--- config.mk ---
export PLATFORM = sky130hd
export DESIGN_NAME = mdio_mgmt_slave
export DESIGN_NICKNAME = d
export VERILOG_FILES = /design/src/rtl/mdio_slv_pkg.sv /design/src/rtl/mdio_host_port.sv /design/src/rtl/mdio_frame_dec.sv /design/src/rtl/mdio_mgmt_slave.sv
export SDC_FILE = /design/constraint.sdc
export NUM_CORES = 1
export LEC_CHECK = 0
export ABC_AREA = 0
export BUFFER_PORTS_ARGS = -buffer_cell sky130_fd_sc_hd__buf_2
export CORE_UTILIZATION = 55
export DETAILED_ROUTE_END_ITERATION = 8
export HOLD_SLACK_MARGIN = 0.1
export PLACE_DENSITY = 0.79
export SLEW_MARGIN = 40
export SYNTH_ARGS = -nofsm -noshare
export SYNTH_HDL_FRONTEND = slang
export SYNTH_SLANG_ARGS = --single-unit
--- constraint.sdc ---
create_clock -name clk -period 6.6 [get_ports clk]
set_input_delay 1.32 -clock clk [delete_from_list [all_inputs] [get_ports clk]]
set_output_delay 1.32 -clock clk [all_outputs]
set_load 0.02 [all_outputs]
--- src/rtl/mdio_slv_pkg.sv ---
package mdio_slv_pkg;

   typedef enum logic [2:0] {
      DS_IDLE,
      DS_START,
      DS_OPC,
      DS_PHYAD,
      DS_REGAD,
      DS_TURN,
      DS_DATA
   } dec_st_t;

   localparam logic [1:0] OPC_WR = 2'b01;
   localparam logic [1:0] OPC_RD = 2'b10;
   localparam int         OPC_W       = 2;
   localparam int         START_EDGES = 2;
   localparam int         TURN_EDGES  = 4;

endpackage

--- src/rtl/mdio_host_port.sv ---
module mdio_host_port (
   input  logic       clk,
   input  logic       rst_n,
   input  logic       ctl_we,
   input  logic [2:0] ctl_wdata,
   output logic       mdc_q,
   output logic       out_q,
   output logic       oe_q,
   output logic       edge_ev,
   output logic       rise,
   output logic       eff_oe,
   output logic       eff_out
);

   always_ff @(posedge clk) begin
      if (!rst_n) begin
         mdc_q <= 1'b0;
         out_q <= 1'b0;
         oe_q  <= 1'b0;
      end else if (ctl_we) begin
         mdc_q <= ctl_wdata[2];
         oe_q  <= ctl_wdata[1];
         out_q <= ctl_wdata[0];
      end
   end

   // An edge is a control write that flips the clock level.
   assign edge_ev = ctl_we && (ctl_wdata[2] != mdc_q);
   assign rise    = ctl_wdata[2];
   // Host drive as it stands after the write in progress.
   assign eff_oe  = ctl_we ? ctl_wdata[1] : oe_q;
   assign eff_out = ctl_we ? ctl_wdata[0] : out_q;

   a_r2_mdc_follows: assert property (@(posedge clk) disable iff (!rst_n)
      ctl_we |=> (mdc_q == $past(ctl_wdata[2])))
      else $error("R2: clock level does not follow control write");

endmodule

--- src/rtl/mdio_frame_dec.sv ---
module mdio_frame_dec
   import mdio_slv_pkg::*;
#(
   parameter int PHY_AW        = 5,
   parameter int REG_AW        = 5,
   parameter int DATA_W        = 16,
   parameter int PREAMBLE_BITS = 32
) (
   input  logic              clk,
   input  logic              rst_n,
   input  logic              edge_ev,
   input  logic              rise,
   input  logic              line_smp,
   input  logic [PHY_AW-1:0] phy_addr_cfg,
   input  logic [DATA_W-1:0] phy_rd_data,
   output logic              slave_oe,
   output logic              slave_bit,
   output logic [REG_AW-1:0] phy_reg,
   output logic              phy_rd,
   output logic              phy_wr,
   output logic [DATA_W-1:0] phy_wr_data
);

   localparam int PRE_EDGES = 2 * PREAMBLE_BITS;
   localparam int MAX_CNT   = (PRE_EDGES + 1 > 2 * DATA_W) ? PRE_EDGES + 1 : 2 * DATA_W;
   localparam int CNT_W     = $clog2(MAX_CNT + 1);

   localparam logic [CNT_W-1:0] C_PRE_SAT = CNT_W'(PRE_EDGES + 1);
   localparam logic [CNT_W-1:0] C_START   = CNT_W'(START_EDGES);
   localparam logic [CNT_W-1:0] C_OPC     = CNT_W'(2 * OPC_W);
   localparam logic [CNT_W-1:0] C_PHYAD   = CNT_W'(2 * PHY_AW);
   localparam logic [CNT_W-1:0] C_REGAD   = CNT_W'(2 * REG_AW);
   localparam logic [CNT_W-1:0] C_TURN    = CNT_W'(TURN_EDGES);
   localparam logic [CNT_W-1:0] C_DATA    = CNT_W'(2 * DATA_W);

   generate
      if (DATA_W < 2)        begin : g_bad_dw  $error("DATA_W must be at least 2"); end
      if (PHY_AW < 1)        begin : g_bad_paw $error("PHY_AW must be at least 1"); end
      if (REG_AW < 1)        begin : g_bad_raw $error("REG_AW must be at least 1"); end
      if (PREAMBLE_BITS < 1) begin : g_bad_pre $error("PREAMBLE_BITS must be at least 1"); end
   endgenerate

   dec_st_t           st;
   logic [CNT_W-1:0]  cnt;
   logic [CNT_W-1:0]  cnt_nx;
   logic [OPC_W-1:0]  opc;
   logic [PHY_AW-1:0] pad;
   logic [DATA_W-1:0] dat;
   logic              addr_hit;

   assign cnt_nx   = cnt + 1'b1;
   assign addr_hit = (pad == phy_addr_cfg);

   always_ff @(posedge clk) begin
      if (!rst_n) begin
         st          <= DS_IDLE;
         cnt         <= '0;
         opc         <= '0;
         pad         <= '0;
         phy_reg     <= '0;
         dat         <= '0;
         slave_oe    <= 1'b0;
         slave_bit   <= 1'b1;
         phy_rd      <= 1'b0;
         phy_wr      <= 1'b0;
         phy_wr_data <= '0;
      end else begin
         phy_rd <= 1'b0;
         phy_wr <= 1'b0;
         if (edge_ev) begin
            unique case (st)
               DS_IDLE: begin
                  if (rise && cnt == C_PRE_SAT && !line_smp) begin
                     st  <= DS_START;
                     cnt <= '0;
                  end else if (cnt != C_PRE_SAT) begin
                     cnt <= cnt_nx;
                  end
               end
               DS_START: begin
                  cnt <= cnt_nx;
                  if (rise && cnt_nx == C_START) begin
                     st  <= DS_OPC;
                     cnt <= '0;
                  end
               end
               DS_OPC: begin
                  cnt <= cnt_nx;
                  if (rise) opc <= {opc[OPC_W-2:0], line_smp};
                  if (rise && cnt_nx == C_OPC) begin
                     st  <= DS_PHYAD;
                     cnt <= '0;
                  end
               end
               DS_PHYAD: begin
                  cnt <= cnt_nx;
                  if (rise) pad <= (pad << 1) | PHY_AW'(line_smp);
                  if (rise && cnt_nx == C_PHYAD) begin
                     st  <= DS_REGAD;
                     cnt <= '0;
                  end
               end
               DS_REGAD: begin
                  cnt <= cnt_nx;
                  if (rise) phy_reg <= (phy_reg << 1) | REG_AW'(line_smp);
                  if (rise && cnt_nx == C_REGAD) begin
                     st  <= DS_TURN;
                     cnt <= '0;
                  end
               end
               DS_TURN: begin
                  cnt <= cnt_nx;
                  if (rise && cnt_nx == C_TURN) begin
                     st  <= DS_DATA;
                     cnt <= '0;
                     if (opc == OPC_RD) begin
                        slave_oe  <= 1'b1;
                        slave_bit <= 1'b0;
                        if (addr_hit) begin
                           dat    <= phy_rd_data;
                           phy_rd <= 1'b1;
                        end else begin
                           dat <= '1;
                        end
                     end
                  end
               end
               DS_DATA: begin
                  cnt <= cnt_nx;
                  if (!rise && slave_oe) begin
                     slave_bit <= dat[DATA_W-1];
                     dat       <= {dat[DATA_W-2:0], 1'b0};
                  end
                  if (rise && !slave_oe) dat <= {dat[DATA_W-2:0], line_smp};
                  if (rise && cnt_nx == C_DATA) begin
                     st        <= DS_IDLE;
                     cnt       <= '0;
                     slave_oe  <= 1'b0;
                     slave_bit <= 1'b1;
                     if (!slave_oe && opc == OPC_WR && addr_hit) begin
                        phy_wr      <= 1'b1;
                        phy_wr_data <= {dat[DATA_W-2:0], line_smp};
                     end
                  end
               end
               default: st <= DS_IDLE;
            endcase
         end
      end
   end

   a_r6_drive_only_in_data: assert property (@(posedge clk) disable iff (!rst_n)
      slave_oe |-> (st == DS_DATA))
      else $error("R6: slave drives outside the data phase");

   a_r9_hold_without_edge: assert property (@(posedge clk) disable iff (!rst_n)
      !edge_ev |=> ($stable(st) && $stable(cnt)))
      else $error("R9: decoder moved without a clock change");

   a_r4_single_commit: assert property (@(posedge clk) disable iff (!rst_n)
      phy_wr |=> !phy_wr)
      else $error("R4: write strobe longer than one cycle");

   a_r7_read_needs_match: assert property (@(posedge clk) disable iff (!rst_n)
      phy_rd |-> addr_hit)
      else $error("R7: read strobe for a foreign address");

   a_r8_release_at_end: assert property (@(posedge clk) disable iff (!rst_n)
      (st == DS_IDLE && $past(st) == DS_DATA) |-> !slave_oe)
      else $error("R8: line not released after data phase");

   a_r10_no_strobe_odd_opc: assert property (@(posedge clk) disable iff (!rst_n)
      (phy_wr || phy_rd) |-> (opc == OPC_WR || opc == OPC_RD))
      else $error("R10: strobe for an unused operation code");

endmodule

--- src/rtl/mdio_mgmt_slave.sv ---
module mdio_mgmt_slave #(
   parameter int PHY_AW        = 5,
   parameter int REG_AW        = 5,
   parameter int DATA_W        = 16,
   parameter int PREAMBLE_BITS = 32
) (
   input  logic              clk,
   input  logic              rst_n,
   input  logic              ctl_we_i,
   input  logic [2:0]        ctl_wdata_i,
   input  logic [PHY_AW-1:0] cfg_phy_addr_i,
   output logic              mdc_o,
   output logic              mdio_out_o,
   output logic              mdio_oe_o,
   output logic              stat_mdio_o,
   output logic              slave_oe_o,
   output logic [REG_AW-1:0] phy_reg_o,
   output logic              phy_rd_o,
   input  logic [DATA_W-1:0] phy_rd_data_i,
   output logic              phy_wr_o,
   output logic [DATA_W-1:0] phy_wr_data_o
);

   logic edge_ev, rise, eff_oe, eff_out;
   logic slave_bit, line_smp;

   mdio_host_port u_host (
      .clk       (clk),
      .rst_n     (rst_n),
      .ctl_we    (ctl_we_i),
      .ctl_wdata (ctl_wdata_i),
      .mdc_q     (mdc_o),
      .out_q     (mdio_out_o),
      .oe_q      (mdio_oe_o),
      .edge_ev   (edge_ev),
      .rise      (rise),
      .eff_oe    (eff_oe),
      .eff_out   (eff_out)
   );

   // Wired line: slave wins, then host, otherwise pulled high.
   assign line_smp    = slave_oe_o ? slave_bit : (eff_oe ? eff_out : 1'b1);
   assign stat_mdio_o = slave_oe_o ? slave_bit : (mdio_oe_o ? mdio_out_o : 1'b1);

   mdio_frame_dec #(
      .PHY_AW        (PHY_AW),
      .REG_AW        (REG_AW),
      .DATA_W        (DATA_W),
      .PREAMBLE_BITS (PREAMBLE_BITS)
   ) u_dec (
      .clk          (clk),
      .rst_n        (rst_n),
      .edge_ev      (edge_ev),
      .rise         (rise),
      .line_smp     (line_smp),
      .phy_addr_cfg (cfg_phy_addr_i),
      .phy_rd_data  (phy_rd_data_i),
      .slave_oe     (slave_oe_o),
      .slave_bit    (slave_bit),
      .phy_reg      (phy_reg_o),
      .phy_rd       (phy_rd_o),
      .phy_wr       (phy_wr_o),
      .phy_wr_data  (phy_wr_data_o)
   );

   a_r1_status_pulled_high: assert property (@(posedge clk) disable iff (!rst_n)
      (!slave_oe_o && !mdio_oe_o) |-> stat_mdio_o)
      else $error("R1: undriven line does not read high");

endmodule

* Word-level counts from Yosys, hierarchy flattened
Index checks and enable logic that the tools add are counted.
Cells by class: $add $sub $neg 1, eq/ne operators 27, mux-type cells 38, bitwise logic cells 2, reduce and logical (&&, ||, !) cells 30
Operators by type and width (number):
- $mux 16 | 5
- $mux 7 | 6
- $pmux 7 s5 | 1
- $pmux 16 s2 | 1
- $mux 3 | 7
- $pmux 3 s7 | 1
- $reduce_and 5->1 | 4
- $ne 2x1->1 const B | 8
- $mux 1 | 15
- $reduce_and 3->1 | 4
- $logic_and 1x1->1 | 11
- $or 5x1->5 | 2
- $eq 3x3->1 const B | 3
- $ne 3x1->1 const B | 3
- $reduce_and 4->1 | 2
- $reduce_and 8->1 | 1
- $add 7x1->7 const B | 1
- $eq 7x2->1 const B | 1
- $eq 7x3->1 const B | 1
- $eq 7x4->1 const B | 1
- $eq 7x6->1 const B | 1
- $eq 7x7->1 const B | 1
- $ne 7x7->1 const B | 1
- $eq 3x2->1 const B | 2
- other kinds (11) | 15
Storage, ports and cells: flip-flop bits (word level) 61, output and inout port bits 28

* Logic depth before layout (Yosys ltp)
Gate-level depths: netlist of the first run.
depth in word-level cells 7, depth in mapped cells 10, gate-level depth less buffers 9

* By module
A second synthesis of the first run with hierarchy kept.
Second synthesis, totals: cell total of the unflattened synthesis 334, area, all modules 3124.2 um2
Modules (own cells, without submodules):
- mdio_frame_dec | times used 1, cells an instance 317, area each 2942.8 um2
- mdio_host_port | times used 1, cells an instance 12, area each 145.1 um2
- mdio_mgmt_slave | times used 1, cells an instance 5, area each 36.3 um2

* Worst setup path after synthesis of the first run
OpenSTA, ideal clock, no wires.
path kind input -> register, start point input ctl_wdata_i[2], end point register u_dec.st[2], library setup time 0.070 ns, data arrival time 3.326 ns, required time 6.530 ns, path slack 3.204 ns, stages on the path 9, buffers on the path 2, cells stage by stage buf_2 -> nand2_1 -> o32a_1 -> or4_1 -> a31oi_1 -> a32oi_1 -> buf_6 -> or4b_1 -> a21oi_1
Between the ends: cells in the longest elaborated chain, start to end 4, elaborated cells between the ends (all ways) 16, classes of those cells eq/ne (8); reduce/logical (8)
RTL lines:
- start, declared | RTL line mdio_mgmt_slave.sv:10 | input logic [2:0] ctl_wdata_i,
- $logic_and 1x1->1 (2 in series) | RTL line mdio_frame_dec.sv:73 | if (rise && cnt == C_PRE_SAT && !line_smp) begin
- $ne 2x1->1 (no line)
- $reduce_and 8->1 (no line) *
- end signal, assigned | RTL line mdio_frame_dec.sv:74 | st <= DS_START;
- end signal, assigned | RTL line mdio_frame_dec.sv:83 | st <= DS_OPC;
- end signal, assigned | RTL line mdio_frame_dec.sv:91 | st <= DS_PHYAD;
- end, declared | RTL line mdio_frame_dec.sv:43 | dec_st_t st;
Every way passes the cells marked *; elsewhere a longest branch is shown, timed or not. A chain may end at the register's enable or synchronous reset.

* Worst setup path in the final report of the first run
Same ends and word-level chain as after synthesis.

==> reports/results.ini, run 1 <==
[critical_path]
crit_path_end_kind = flop
crit_start = ctl_wdata_i[2]
cp.required_ns = 6.87
path_class = input port to flop
critPathLaunchType = input port
critPathArrivalTime_ns = 3.56
regToRegStartpoint = u_dec.cnt[0]$_SDFFE_PN0P_
cp_max_fo = 11

[global_route]
grt_pass1_vias = 2710
track_usage = 0.266
grt_pass1_wl_um = 12400
grt_max_degree = 49
antenna_found_initial = 0
grt-ovfl-total = 0

[floorplanning]
fp-row-count = 26
die-area_sq_um = 5800
fp.dieH_um = 76.1
core_area_sq_um = 5200
die_x_um = 76.1
initial_utilization = 0.581
pin_count = 55

[clocking]
path_clk_slew_ns = 0.07
cts_hold_buf = 0
cts_buffers = 9
cts-htree-levels = 3
ctsLongestPathBuffers = 2
insertion_delay_ns = 0.34
root_buffer = clkbuf_8
cts_tree = built
cts_setup_buffers = 0
cts_resized = 0
cts.sinks = 61

[timing]
worst_slew_pin_slew_ns = 0.749
period_share = 0.498
fin_ws_ns = 3.31
hold_viol = 0
setup_tns_ns = 0
fin_worst_skew_ns = 0.00816
rsz0062_at_grt = no
period_needed_ns = 3.29
fin_hold_ws_ns = 0.480
final_max_slew_viol_count = 0
relSlewSlack = 0.499
fmax_mhz = 304
setup_viol = 0

[place]
dp_worst_setup_slack_ns = 3.01
io_buffers = 54
gp_congestion = 0.879
dp.cells = 466
dp_hpwl_um = 4790

[logic_synthesis]
yosysWarnings = 0
synthCells = 370
synth-seq-area-share = 0.404
synth_cell_type_count = 45
ys_ff_latch = 61
synth_area_per_cell_sq_um = 8.17
syn-num-nets = 400
synth_area_sq_um = 3020

[pwr]
peakVddDrop_uv = 142
power_density_nw_per_um2 = 210
p_leak_nw = 1.43

[job]
maxCapViolCount = 0

[routing]
via_per_inst = 6.04
dr.first_iter.drc_count = 259
dr_total_vias = 2905
wl_um = 7180
drt-pass1-iter-count = 4
post_drt_wl_per_cell_um = 14.9
drc = 0
ant_nets = 0

[layout]
area_growth_pct = 14.2
layout_common_cells = 61 x dfxtp_1, 54 x buf_2, 53 x nor2_1
fillers = 456
layout_commonest_cell = dfxtp_1
n_antenna_cell = 0
layout.nets = 437
layoutNonFillerInstCount = 481
top_regs = u_dec.dat (16), u_dec.phy_wr_data (16), u_dec.cnt (7)
drive_gt1_frac = 0.187

[worst_hold_path]
hold_path_startpoint = u_dec.opc[1]$_SDFFE_PN0P_
hold_class = flop to flop

[run_status]
status = complete, no violations

[kinds of logic (layout without fill, tap and decap cells)]
family	Yosys count	in the layout	synth area share
AND/OR/NAND/NOR	136	136	0.219
buffers and inverters	36	77	0.0530
flip-flops	61	61	0.404
adder cells (fa/ha/maj)	3	3	0.0124
multiplexers	30	30	0.0993
AO/OA/AOI/OAI	91	91	0.175
XOR/XNOR	13	13	0.0377
[synthesized netlist by cell type, drive strengths merged]
cell type / instances / area share
dfxtp: 61 / 0.40
nor2: 53 / 0.066
mux2i: 30 / 0.099
a21oi: 28 / 0.046
o21ai: 28 / 0.046
clkbuf: 21 / 0.026
nand2: 20 / 0.025
or3: 18 / 0.037
o22ai: 16 / 0.033
nand3: 12 / 0.020
buf: 9 / 0.019
nor3: 7 / 0.012
xor2: 7 / 0.020
inv: 6 / 0.0074
xnor2: 6 / 0.017
nand4: 5 / 0.010
a31oi: 4 / 0.0083
ha: 3 / 0.012
nand2b: 3 / 0.0062
nor3b: 3 / 0.0074
nor4: 3 / 0.0062
o31ai: 3 / 0.0074
or2: 3 / 0.0062
or4: 3 / 0.0074
and2: 2 / 0.0041
a211o: 1 / 0.0029
a211oi: 1 / 0.0025
a22oi: 1 / 0.0025
a31o: 1 / 0.0029
a32oi: 1 / 0.0029
a41o: 1 / 0.0033
and2b: 1 / 0.0025
and3b: 1 / 0.0029
nand3b: 1 / 0.0025
o2111ai: 1 / 0.0029
o211ai: 1 / 0.0025
o21a: 1 / 0.0025
o21bai: 1 / 0.0025
o311ai: 1 / 0.0029
o32a: 1 / 0.0033
or4b: 1 / 0.0033
[worst paths after layout]
check / cells after the start / slack, ns / endpoint
worst max-delay path: 8 / 3.31 / u_dec.st[2]$_SDFFE_PN0P_
worst min-delay path: 2 / 0.48 / u_dec.opc[1]$_SDFFE_PN0P_
worst max register to register: 8 / 3.37 / u_dec.phy_wr_data[0]$_SDFFE_PN0P_
worst min register to register: 2 / 0.48 / u_dec.opc[1]$_SDFFE_PN0P_
[per-layer routing]
metal,global-route usage,share of wire,vias up
li1,-,-,1394
met2,0.418,0.46,127
met1,0.343,0.44,1364
met3,0.0719,0.078,20
met4,0.115,0.022,0
met5,0,0,-
[power breakdown]
part / internal, mW / switching, mW / leakage (nW) / total (mW)
registers: 0.370 / 0.00318 / 0.492 / 0.373
logic: 0.0145 / 0.0272 / 0.848 / 0.0417
clock network: 0.164 / 0.144 / 0.0905 / 0.309
[area by class of cell]
| type | instances | area (sq um) | area share |
|---|---|---|---|
| multi-input combinational | 273 | 1650 | 0.478 |
| sequential | 61 | 1220 | 0.354 |
| inverter | 6 | 22.5 | 0.00652 |
| timing repair buffer | 56 | 285 | 0.0826 |
| clock inverter | 3 | 20.0 | 0.00580 |
| tap | 70 | 87.6 | 0.0254 |
| clock buffer | 12 | 165 | 0.0478 |
[per-stage QoR]
stage / total power [mW] / cell area, sq um / utilization
final: 0.723 / 3450 / 0.663
after global placement: 0.421 / 3260 / 0.626
after floorplan: 0.407 / 3020 / -
after detailed placement: 0.422 / 3260 / 0.627
after global routing: 0.754 / 3450 / 0.663
after CTS: 0.727 / 3450 / 0.663
[critical path, stage by stage]
cell and delay [ns]:
buf_2 0.17, nand2_1 0.07, o32a_1 0.36, or4_1 0.50, a31oi_1 0.19, a32oi_1 0.22, or4b_1 0.60, a21oi_1 0.13
(Power assumes the default switching activity.)
==> run 2: changes to the inputs <==
==> constraint.sdc (replaced) <==
create_clock -name clk -period 3.1 [get_ports clk]
set_input_delay 0.62 -clock clk [delete_from_list [all_inputs] [get_ports clk]]
set_output_delay 0.62 -clock clk [all_outputs]
set_load 0.02 [all_outputs]
==> reports/results.ini, run 2 (synthesized netlist as in run 1, its figures left out) <==
[layout]
layout_common_cells = 61 x dfxtp_1, 54 x buf_2, 53 x nor2_1
n_antenna_cell = 0
post-route-cell-area_sq_um = 3540
layout.nets = 443
drive_gt1_frac = 0.194
area_growth_pct = 17.0
top_regs = u_dec.dat (16), u_dec.phy_wr_data (16), u_dec.cnt (7)
layout_commonest_cell = dfxtp_1
layoutNonFillerInstCount = 487

[clocking]
path_clk_slew_ns = 0.06
cts-htree-levels = 3
ctsLongestPathBuffers = 2
cts_tree = built
cts_buffers = 9
cts_hold_buf = 0
cts_setup_buffers = 0
root_buffer = clkbuf_8
cts_resized = 0
insertion_delay_ns = 0.34
cts.sinks = 61

[timing]
rsz0062_at_grt = no
period_share = 0.920
final_max_slew_viol_count = 0
fin_hold_ws_ns = 0.478
relSlewSlack = 0.618
fmax_mhz = 351
fin_worst_skew_ns = 0.00592
fin_ws_ns = 0.247
worst_slew_pin_slew_ns = 0.569
setup_viol = 0
setup_tns_ns = 0
period_needed_ns = 2.85
hold_viol = 0

[floorplanning]
core_area_sq_um = 5200
die-area_sq_um = 5800
die_x_um = 76.1
initial_utilization = 0.581
fp-row-count = 26
fp.dieH_um = 76.1
pin_count = 55

[pwr]
p_leak_nw = 1.48
peakVddDrop_uv = 382
power_density_nw_per_um2 = 468

[run_status]
status = complete, no violations

[place]
dp_hpwl_um = 4730
dp_worst_setup_slack_ns = 0.269
dp.cells = 472
io_buffers = 54
gp_congestion = 0.929
place_area_sq_um = 3320

[routing]
dr_total_vias = 2804
ant_nets = 0
drt-pass1-iter-count = 4
post_drt_wl_per_cell_um = 14.3
wl_um = 6960
drc = 0
dr.first_iter.drc_count = 269
via_per_inst = 5.76

[critical_path]
rr_worst_depth = 9
cp.required_ns = 3.36
crit_path_end_kind = flop
critPathLaunchType = flop
r2r_slack_ns = 0.25
critPathArrivalTime_ns = 3.12
path_class = flop to flop
regToRegStartpoint = u_dec.cnt[0]$_SDFFE_PN0P_
timing.rr.end = u_dec.st[2]$_SDFFE_PN0P_
cp_max_fo = 11

[global_route]
grt_pass1_vias = 2537
grt_max_degree = 45
track_usage = 0.253
antenna_found_initial = 0
grt_pass1_wl_um = 11800
grt-ovfl-total = 0

[worst_hold_path]
whs_path_depth = 2
min_to = u_dec.opc[1]$_SDFFE_PN0P_
hold_class = flop to flop
hold_path_startpoint = u_dec.opc[1]$_SDFFE_PN0P_

[job]
maxCapViolCount = 0

[run 2: changes by cell type in the layout (fill, tap and decap cells not counted)]
cell / delta
buf_12: +1
clkbuf_1: +1
bufinv_16: +2
clkinvlp_4: -1
nor3_1: +1
o31ai_2: +1
or3_1: +1
clkbuf_8: -2
nor3_2: -1
o31ai_1: -1
buf_4: +5
or3_2: -1
[run 2: cell type report]
cell class / count / area [sq um]
Timing Repair Buffer: 62 / 343
Sequential cell: 61 / 1220
Clock buffer: 11 / 141
Tap cell: 70 / 87.6
Multi-Input combinational cell: 273 / 1650
Fill cell: 447 / 1670
Clock inverter: 4 / 72.6
Inverter: 6 / 22.5
[run 2: critical path, cell delays in order (launching register included)]
cell	delay, ns
dfxtp_1	0.47
ha_1	0.28
nand2_1	0.08
o32a_1	0.33
or4_1	0.51
a31oi_1	0.20
a32oi_1	0.07
buf_4	0.20
or4b_1	0.51
a21oi_1	0.13
[run 2: metrics by stage]
stage	power, mW	util
2_1_floorplan	0.866	-
3_3_place_gp	0.899	0.637
3_5_place_dp	0.902	0.637
4_1_cts	1.67	0.678
5_1_grt	1.72	0.680
6_report	1.66	0.680
[run 2: power breakdown]
part | leakage [nW] | internal [mW] | total, mW | switching, mW
logic | 0.884 | 0.0334 | 0.0920 | 0.0586
clock network | 0.105 | 0.469 | 0.770 | 0.302
registers | 0.492 | 0.788 | 0.794 | 0.00629
total | 1.48 | 1.29 | 1.66 | 0.366
[run 2: worst max path at each step]
stage | start | endpoint | slack [ns] | cells past startpoint
after floorplan | ctl_wdata_i[2] | u_dec.st[2]$_SDFFE_PN0P_ | 0.40 | 9
after global placement | ctl_wdata_i[2] | u_dec.st[0]$_SDFFE_PN0P_ | 0.33 | 9
after detailed placement | ctl_wdata_i[2] | u_dec.st[2]$_SDFFE_PN0P_ | 0.27 | 9
after CTS | u_dec.cnt[0]$_SDFFE_PN0P_ | u_dec.phy_wr_data[13]$_SDFFE_PN0P_ | 0.28 | 9
after global routing | u_dec.cnt[0]$_SDFFE_PN0P_ | u_dec.phy_wr_data[0]$_SDFFE_PN0P_ | 0.03 | 9
final | u_dec.cnt[0]$_SDFFE_PN0P_ | u_dec.st[2]$_SDFFE_PN0P_ | 0.25 | 9
[run 2: routing by layer]
metal  global-route usage  wire length, um  vias to the layer above
li1                     -                -                     1399
met1                0.343             3420                     1324
met2                0.391             3180                       71
met3               0.0407              280                       10
met4                0.125               78                        0
met5                    0                0                        -
==> run 3: changes to the inputs <==
--- a/config.mk
+++ b/config.mk
@@ -10,7 +10,7 @@
 export CORE_UTILIZATION = 55
 export DETAILED_ROUTE_END_ITERATION = 8
 export HOLD_SLACK_MARGIN = 0.1
-export PLACE_DENSITY = 0.79
+export PLACE_DENSITY = 0.9
 export SLEW_MARGIN = 40
 export SYNTH_ARGS = -nofsm -noshare
 export SYNTH_HDL_FRONTEND = slang
==> reports/results.ini, run 3 (synthesized netlist as in run 1, its figures left out) <==
[run_status]
status = complete, no violations

[floorplanning]
die_x_um = 76.1
fp.dieH_um = 76.1
pin_count = 55
core_area_sq_um = 5200
die-area_sq_um = 5800
fp-row-count = 26
initial_utilization = 0.581

[layout]
multi_input_area_sq_um = 1650
layout_commonest_cell = dfxtp_1
layout_common_cells = 60 x dfxtp_1, 54 x buf_2, 53 x nor2_1
top_regs = u_dec.dat (16), u_dec.phy_wr_data (16), u_dec.cnt (7)
layout.nets = 444
fillers = 426
layoutNonFillerInstCount = 489
register_area_sq_um = 1220
fin_util = 0.682
area_growth_pct = 17.4
n_antenna_cell = 0
drive_gt1_frac = 0.205

[routing]
post_drt_wl_per_cell_um = 15.1
dr.first_iter.drc_count = 238
via_per_inst = 6.07
drt-pass1-iter-count = 5
dr_total_vias = 2970
drc = 0
wl_um = 7400
ant_nets = 0

[clocking]
cts_buffers = 9
ctsLongestPathBuffers = 2
cts_setup_buffers = 0
cts-htree-levels = 3
insertion_delay_ns = 0.35
path_clk_slew_ns = 0.07
cts.sinks = 61
root_buffer = clkbuf_8
cts_hold_buf = 0
cts_tree = built

[critical_path]
cp_max_fo = 17
path_cells = ha_2, nand3_1, nor4_1, o311ai_2, or3_1, or3_1, buf_4, mux2i_1, nor2_1
slowest_delay_ns = 0.47
critPathArrivalTime_ns = 3.13
cp_common_cell = or3_1
cp.required_ns = 3.31
crit_path_end_kind = flop
slowest_stage = dfxtp_1
path_class = flop to flop
critPathLaunchType = flop

[place]
dp.cells = 473
io_buffers = 54
gp_congestion = 0.906
dp_hpwl_um = 4960

[timing]
fmax_mhz = 343
relSlewSlack = 0.648
hold_viol = 0
setup_viol = 0
final_max_slew_viol_count = 0
fin_worst_skew_ns = 0.0150
rsz0062_at_grt = no
setup_tns_ns = 0
period_share = 0.941
worst_slew_pin_slew_ns = 0.526
period_needed_ns = 2.92

[pwr]
p_sw_frac = 0.232
clkPwrFrac = 0.472
peakVddDrop_uv = 441
p_leak_nw = 1.48
pwr-share-seq = 0.471
finalPower_mw = 1.69
internal_power_mw = 1.29
p_sw_uw = 392
combPwrFrac = 0.057
power_density_nw_per_um2 = 475

[worst_hold_path]
hold_class = flop to flop

[global_route]
grtUsageMet2 = 0.400
globalRouteMet3Util = 0.0695
track_usage = 0.256
antenna_found_initial = 0
gr-usage-met1 = 0.331
busiest_layer = met2
grt_pass1_vias = 2628
grt_max_degree = 36
grt-ovfl-total = 0
grt_pass1_wl_um = 12000

[job]
maxCapViolCount = 0

==> run 3: changes by cell type in the layout (fill, tap and decap cells not counted), sizes merged <==
cell / change
clkinv: +2
buf: +1
clkbuf: -1
==> run 3: power by group through the flow <==
| stage | Clock (mW) | Sequential (mW) | Combinational [mW] |
|---|---|---|---|
| 6_report | 0.795 | 0.794 | 0.0966 |
| 5_1_grt | 0.830 | 0.795 | 0.105 |
| 4_1_cts | 0.797 | 0.794 | 0.0925 |
| 3_5_place_dp | 0 | 0.812 | 0.0919 |
| 3_3_place_gp | 0 | 0.811 | 0.0905 |
| 2_1_floorplan | 0 | 0.813 | 0.0533 |
==> run 3: final timing paths <==
path	from	to	slack, ns	cells past startpoint
worst min-delay path	u_dec.opc[1]$_SDFFE_PN0P_	u_dec.opc[1]$_SDFFE_PN0P_	0.48	2
worst max-delay path	u_dec.cnt[1]$_SDFFE_PN0P_	u_dec.phy_wr_data[0]$_SDFFE_PN0P_	0.18	9
worst min register to register	u_dec.opc[1]$_SDFFE_PN0P_	u_dec.opc[1]$_SDFFE_PN0P_	0.48	2
worst max register to register	u_dec.cnt[1]$_SDFFE_PN0P_	u_dec.phy_wr_data[0]$_SDFFE_PN0P_	0.18	9
==> run 3: cell type report <==
cell class / count / area share
Clock inverter: 6 / 0.0243
Inverter: 6 / 0.00635
Tap cell: 70 / 0.0247
Timing Repair Buffer: 63 / 0.0952
Sequential cell: 61 / 0.344
Multi-Input combinational cell: 273 / 0.466
Clock buffer: 10 / 0.0388
==> run 3: layer usage <==
layer	wire (um)	vias to the layer above
met1	3270	1399
met3	593	21
li1	-	1409
met4	140	0
met2	3390	141
met5	0	-
==> run 3: stage by stage <==
stage	setup WS [ns]	hold slack, ns	instance area, sq um
2_1_floorplan	0.404	0.450	3020
3_3_place_gp	0.310	0.459	3310
3_5_place_dp	0.191	0.467	3310
4_1_cts	0.163	0.477	3530
5_1_grt	0.0206	0.494	3550
6_report	0.184	0.478	3550
==> run 3: critical path, delay by kind of cell (launching register included) <==
family	cells	cell delay, ns
AND/OR/NAND/NOR	5	1.36
multiplexers	1	0.18
flip-flops	1	0.47
adder cells (fa/ha/maj)	1	0.31
AO/OA/AOI/OAI	1	0.22
buffers and inverters	1	0.24
==> run 3: repair_timing <==
| action | 4_1_cts | 5_1_grt |
|---|---|---|
| endpoints found under the hold margin | 0 | 0 |
| setup endpoints to repair | 0 | 31 |
| gates resized for setup | 0 | 3 |
